### config.mk
export PLATFORM = sky130hd
export DESIGN_NAME = cascade_rate_mult
export DESIGN_NICKNAME = d
export VERILOG_FILES = /design/src/rtl/cascade_rate_mult.sv
export SDC_FILE = /design/constraint.sdc
export NUM_CORES = 1
export LEC_CHECK = 0
export BUFFER_PORTS_ARGS = -buffer_cell sky130_fd_sc_hd__buf_4
export CAP_MARGIN = 10
export CORE_MARGIN = 5
export CORE_UTILIZATION = 40
export DETAILED_ROUTE_END_ITERATION = 12
export PLACE_DENSITY = 0.67
export SETUP_SLACK_MARGIN = 0.4
export SYNTH_ARGS = -nofsm -noshare
export SYNTH_HDL_FRONTEND = slang
export SYNTH_SLANG_ARGS = --single-unit
### constraint.sdc
create_clock -name clk -period 4.2 [get_ports clk]
set_input_delay 0.84 -clock clk [delete_from_list [all_inputs] [get_ports clk]]
set_output_delay 0.84 -clock clk [all_outputs]
set_load 0.005 [all_outputs]
### src/rtl/cascade_rate_mult.sv
module cascade_rate_mult #(
  parameter int W = 4
) (
  input  logic         clk,
  input  logic         rst,
  input  logic         strobe,
  input  logic [W-1:0] word_hi,
  input  logic [W-1:0] word_lo,
  input  logic         mul_mode,
  output logic         pulse_out,
  output logic         pulse_hi,
  output logic         pulse_lo,
  output logic         tc_hi
);
  logic [W-1:0] cnt_a, cnt_b;
  logic         mode_q;

  function automatic logic train_hit(input logic [W-1:0] c, input logic [W-1:0] w);
    logic f;
    f = 1'b0;
    for (int k = 0; k < W; k++) begin
      logic [W-1:0] mask;
      mask = (W'(1) << (W - 1 - k)) - W'(1);
      if (w[k] && !c[W-1-k] && ((c & mask) == mask)) f = 1'b1;
    end
    return f;
  endfunction

  wire hit_a  = train_hit(cnt_a, word_hi);
  wire hit_b  = train_hit(cnt_b, word_lo);
  wire full_a = &cnt_a;
  wire en_b   = strobe & (mul_mode ? hit_a : full_a);

  always_ff @(posedge clk) begin
    if (rst) begin
      cnt_a    <= '0;
      cnt_b    <= '0;
      pulse_hi <= 1'b0;
      pulse_lo <= 1'b0;
      tc_hi    <= 1'b0;
      mode_q   <= 1'b0;
    end else begin
      if (strobe) cnt_a <= cnt_a + W'(1);
      if (en_b)   cnt_b <= cnt_b + W'(1);
      pulse_hi <= strobe & hit_a;
      pulse_lo <= en_b & hit_b;
      tc_hi    <= strobe & full_a;
      mode_q   <= mul_mode;
    end
  end

  assign pulse_out = mode_q ? pulse_lo : (pulse_hi | pulse_lo);


  no_idle_pulse_chk: assert property (@(posedge clk) disable iff (rst)
    (pulse_hi || tc_hi) |-> $past(strobe));


  no_fire_at_end_chk: assert property (@(posedge clk) disable iff (rst)
    tc_hi |-> !pulse_hi);


  add_fill_gap_chk: assert property (@(posedge clk) disable iff (rst)
    (!mode_q && pulse_lo) |-> (tc_hi && !pulse_hi));


  mul_chain_chk: assert property (@(posedge clk) disable iff (rst)
    (mode_q && pulse_lo) |-> pulse_hi);


  reset_quiet_chk: assert property (@(posedge clk)
    rst |=> (!pulse_hi && !pulse_lo && !tc_hi && !pulse_out));
endmodule

* Word-level counts from Yosys, hierarchy flattened *
Index checks and enable logic that the tools add are counted.

cells by class
  $add $sub $neg = 2
  eq/ne operators = 4
  mux-type cells = 10
  bitwise logic cells = 5
  reductions and logical operators = 23

operators by type and width
  cell                   number
  $logic_and A1 B1 Y1    14
  $mux W1                10
  $add A4 B1 Y4 const B  2
  $logic_not A1 Y1       8
  $eq A3 B3 Y1 const B   2
  $and A1 B1 Y1          4
  $eq A2 B2 Y1 const B   2
  $reduce_and A4 Y1      1
  $or A1 B1 Y1           1

storage, ports and cells
  bits in registers = 12
  input bits = 12
  output and inout bits = 4
  logic and storage cells = 50

* Longest topological paths before layout *
  depth after elaboration = 10
  depth in mapped cells = 6
  depth with buffers taken out = 6

* Worst setup path before layout *
OpenSTA, ideal clock, no wires.

  kind = input port to flip-flop
  start point = input strobe
  end point = register cnt_b[3]
  setup time = 0.121 ns
  data arrival time = 1.638 ns
  required time = 4.079 ns
  setup slack = 2.440 ns
  stages on the path = 5
  buffers on the path = 1
  path through = buf_2 > and4_1 > nand2_1 > a21oi_2 > mux2_4

on the way
  longest elaborated chain between the ends = 1

RTL lines
  item                    RTL line  RTL
  start: declaration      6         input logic strobe,
  $and A1 B1 Y1           32        wire en_b = strobe & (mul_mode ? hit_a : full_a);
  end signal: assignment  44        if (en_b) cnt_b <= cnt_b + W'(1);
  end: declaration        15        logic [W-1:0] cnt_a, cnt_b;

Every way passes these cells.
A chain may end at the register's enable or synchronous reset.

* Final worst setup path *
  start point = register mode_q
  end point = output pulse_out

on the way
  longest elaborated chain between the ends = 1

RTL lines
  item                      RTL line  RTL
  start: declaration        16        logic mode_q;
  start signal: assignment  48        mode_q <= mul_mode;
  $mux W1                   52        assign pulse_out = mode_q ? pulse_lo : (pulse_hi | pulse_lo);
  end: declaration          10        output logic pulse_out,

Every way passes these cells.

==> qor.txt <==
Maximum clock frequency = 0.5703 GHz
Row Count = 14
Share of total power consumed by net switching = 24.16%
Clk root buf = sky130_fd_sc_hd__clkbuf_4
Setup slack on the worst flop-to-flop path = 2470 ps
Total power per unit cell area = 322.3 nW/um^2
Post-synthesis to final-layout area growth = 25.65%
Worst-case vdd ir drop = 0.0001308 V
Type of the worst min-delay path = register to register
Post-Synthesis Net Count = 82
Clock transition at the register clock pins on the worst setup and hold paths after CTS = 80 ps
Synthesized netlist cell count = 66
Detailed-route wire length per cell = 11.75 um
Post-route setup TNS = 0 ps
Initial antenna violation count = 0
Antenna cells = 0
Remaining antenna violation count = 0
Final Cycle Share = 41.75%
Result of the run = completed
Count of endpoints failing hold in the final timing report = 0
Number of nets in the finished design = 100
Overall power consumption = 0.0002528 W
Number of global-route vias before repair = 520
Most numerous cell types in the synthesized netlist = sky130_fd_sc_hd__dfxtp_1 (12), sky130_fd_sc_hd__nor2_1 (9), sky130_fd_sc_hd__nand2b_1 (7)
Part of the power in registers = 48.5%
Half-perimeter wire length of the detailed placement result = 902 um
Final hold slack = 510.6 ps
Violation count after the first detailed-routing iteration = 3
Count of buffers added by post-CTS timing repair for setup = 0
Total number of vias = 502
Complex-gate fraction of the synthesized area = 9.820%
Clock sink count = 12
Type of origin of the critical path = register
Maximum number of pins on one net before global-route repair = 15
Switching power summed over all nets = 0.00006108 W
Detailed-route vias per instance = 5.071
Fraction of the mapped netlist area in simple logic gates = 27.05%
Minimum period implied by the final worst setup slack = 1753 ps
Synthesized cell area = 624.3 um^2
Post-synthesis cell type with the largest combined area = sky130_fd_sc_hd__dfxtp_1
Place WS = 2364 ps
Die Outline Area = 2451 um^2
Share of cells above drive strength 1 = 30.12%
Ports = 16
Post-cts gate resize count = 0
Maximum buffer depth of the clock tree = 2
Dpl cell area = 748.2 um^2
Count of TritonRoute iterations in the first routing pass = 4
Seq cells post-synth = 12
Proportion of synthesized area in mux cells = 11.22%
Warnings, synthesis = 0
Most frequent cell after synthesis = sky130_fd_sc_hd__dfxtp_1
Setup slack of the critical path after layout = 2447 ps
Tightest Pin Transition = 184.3 ps
CTS tree = built
Share of flip-flops with an asynchronous set or reset after synthesis = 0%
DRC violation count after routing = 0
Clock network fraction of design power = 37.4%
Headroom to the max-slew limit = 87.69%
Post-route standard cell area excluding fillers = 784.5 um^2
Congestion Overflow GR = 0
Maximum level of the CTS H-tree = 1
EDFF count, synth = 0
Average footprint of a synthesized cell = 9.460 um^2
Most instantiated flip-flop cell in the synthesis netlist = sky130_fd_sc_hd__dfxtp_1
Data required time of the critical path = 3360 ps
Critical path capture point type = output port
WP data arrival = 910 ps
Proportion of netlist area held by the largest area contributor = 38.48%
Total internal power = 0.0001917 W
Number of buffers inserted by hold repair at cts = 0
Initial core utilization = 41.93%
Routability-driven placement congestion ratio = 0.7699
Number of pins with negative max-slew slack in the final report = 0
Endpoints failing setup = 0
First-pass GRT wire length = 2083 um
Port Buffer Count = 15
Routed Wire Length = 1163 um
Maximum net fanout on the critical path = 1
Largest cells by area after synthesis = sky130_fd_sc_hd__dfxtp_1 (38%), sky130_fd_sc_hd__ha_1 (8.0%), sky130_fd_sc_hd__nand2b_1 (7.0%)
Worst-skew pair later-pin latency = 280 ps
Clock skew after layout = 6.632 ps
Static power due to leakage = 0.3541 nW
Share of the synthesized netlist area taken by xor and xnor gates = 2.806%
Number of CTS-inserted buffers = 3
Count of cell types in the netlist = 24
Share of the yosys chip area belonging to registers = 38.48%
Comb pwr share = 14.1%
Main combinational cell family by area after synthesis = simple AND/OR/NAND/NOR gates
Tot GR Track Use = 10.74%
Unrepaired setup endpoints after global routing = no
Horizontal extent of the die = 49.51 um
Critical path type = register to output port
Core footprint = 1489 um^2
Fraction of the mapped netlist area in adder cells = 8.016%
Max-capacitance violation count = 0
Die H = 49.51 um
==> flip-flops by register name, summed over array words and instances, names as in the netlist <==
register,cells
tc_hi,1
pulse_hi,1
mode_q,1
cnt_b,4
pulse_lo,1
cnt_a,4
==> area by class of cell <==
| type | instances | area, um^2 |
|---|---|---|
| Timing Repair Buffer | 15 | 112.6 |
| Multi-Input combinational cell | 50 | 367.9 |
| Tap cell | 16 | 20.02 |
| Inverter | 2 | 7.507 |
| Sequential cell | 12 | 240.2 |
| Fill cell | 137 | 704.4 |
| Clock buffer | 4 | 36.28 |
==> worst paths after layout <==
kind         depth (start not counted)        end      from
max                                  3  pulse_out    mode_q
min                                  2      tc_hi  cnt_a[3]
max reg2reg                          6   cnt_b[0]  cnt_a[0]
min reg2reg                          2      tc_hi  cnt_a[3]
==> kinds of logic after synthesis <==
kind of cell,Yosys count
compound gates,7
mux,6
xor+xnor,2
simple gates,31
flops,12
fa+ha+maj,4
buf+inv,4
==> placed cells by master (no fill, tap or decap), types with 3 or more instances in the layout <==
cell / n
sky130_fd_sc_hd__ha_1: 4
sky130_fd_sc_hd__nor2b_1: 3
sky130_fd_sc_hd__nand3b_1: 3
sky130_fd_sc_hd__clkbuf_4: 3
sky130_fd_sc_hd__nor2_1: 9
sky130_fd_sc_hd__nand2_1: 5
sky130_fd_sc_hd__mux2i_1: 4
sky130_fd_sc_hd__nand2b_1: 7
sky130_fd_sc_hd__dfxtp_1: 12
sky130_fd_sc_hd__buf_4: 15
==> per-layer routing <==
metal,wire length (um),global-route usage (%),up-vias
met5,0,0,-
met3,75,3.614,5
met1,525,12.36,221
met4,31,6.550,0
li1,-,-,263
met2,530,16.95,13
==> critical path, stage by stage, from the launching register on <==
cell and delay [ps]:
sky130_fd_sc_hd__dfxtp_1 320, sky130_fd_sc_hd__inv_1 40, sky130_fd_sc_hd__a21o_1 160, sky130_fd_sc_hd__buf_4 130
==> power by group through the flow <==
stage | clock network, W | registers (W) | logic, W
after floorplan | 0 | 0.000124 | 0.0000223
after global placement | 0 | 0.000125 | 0.0000352
after detailed placement | 0 | 0.000125 | 0.0000362
after CTS | 0.0000961 | 0.000123 | 0.0000363
after global routing | 0.000104 | 0.000124 | 0.0000401
final | 0.0000946 | 0.000123 | 0.0000356
==> per-stage QoR <==
step / cells / util (%)
floorplan: 66 / -
global placement: 95 / 50.25
detailed placement: 95 / 50.25
CTS: 99 / 52.69
global route: 99 / 52.69
finish: 99 / 52.69
Power figures use the tool's default switching activity.
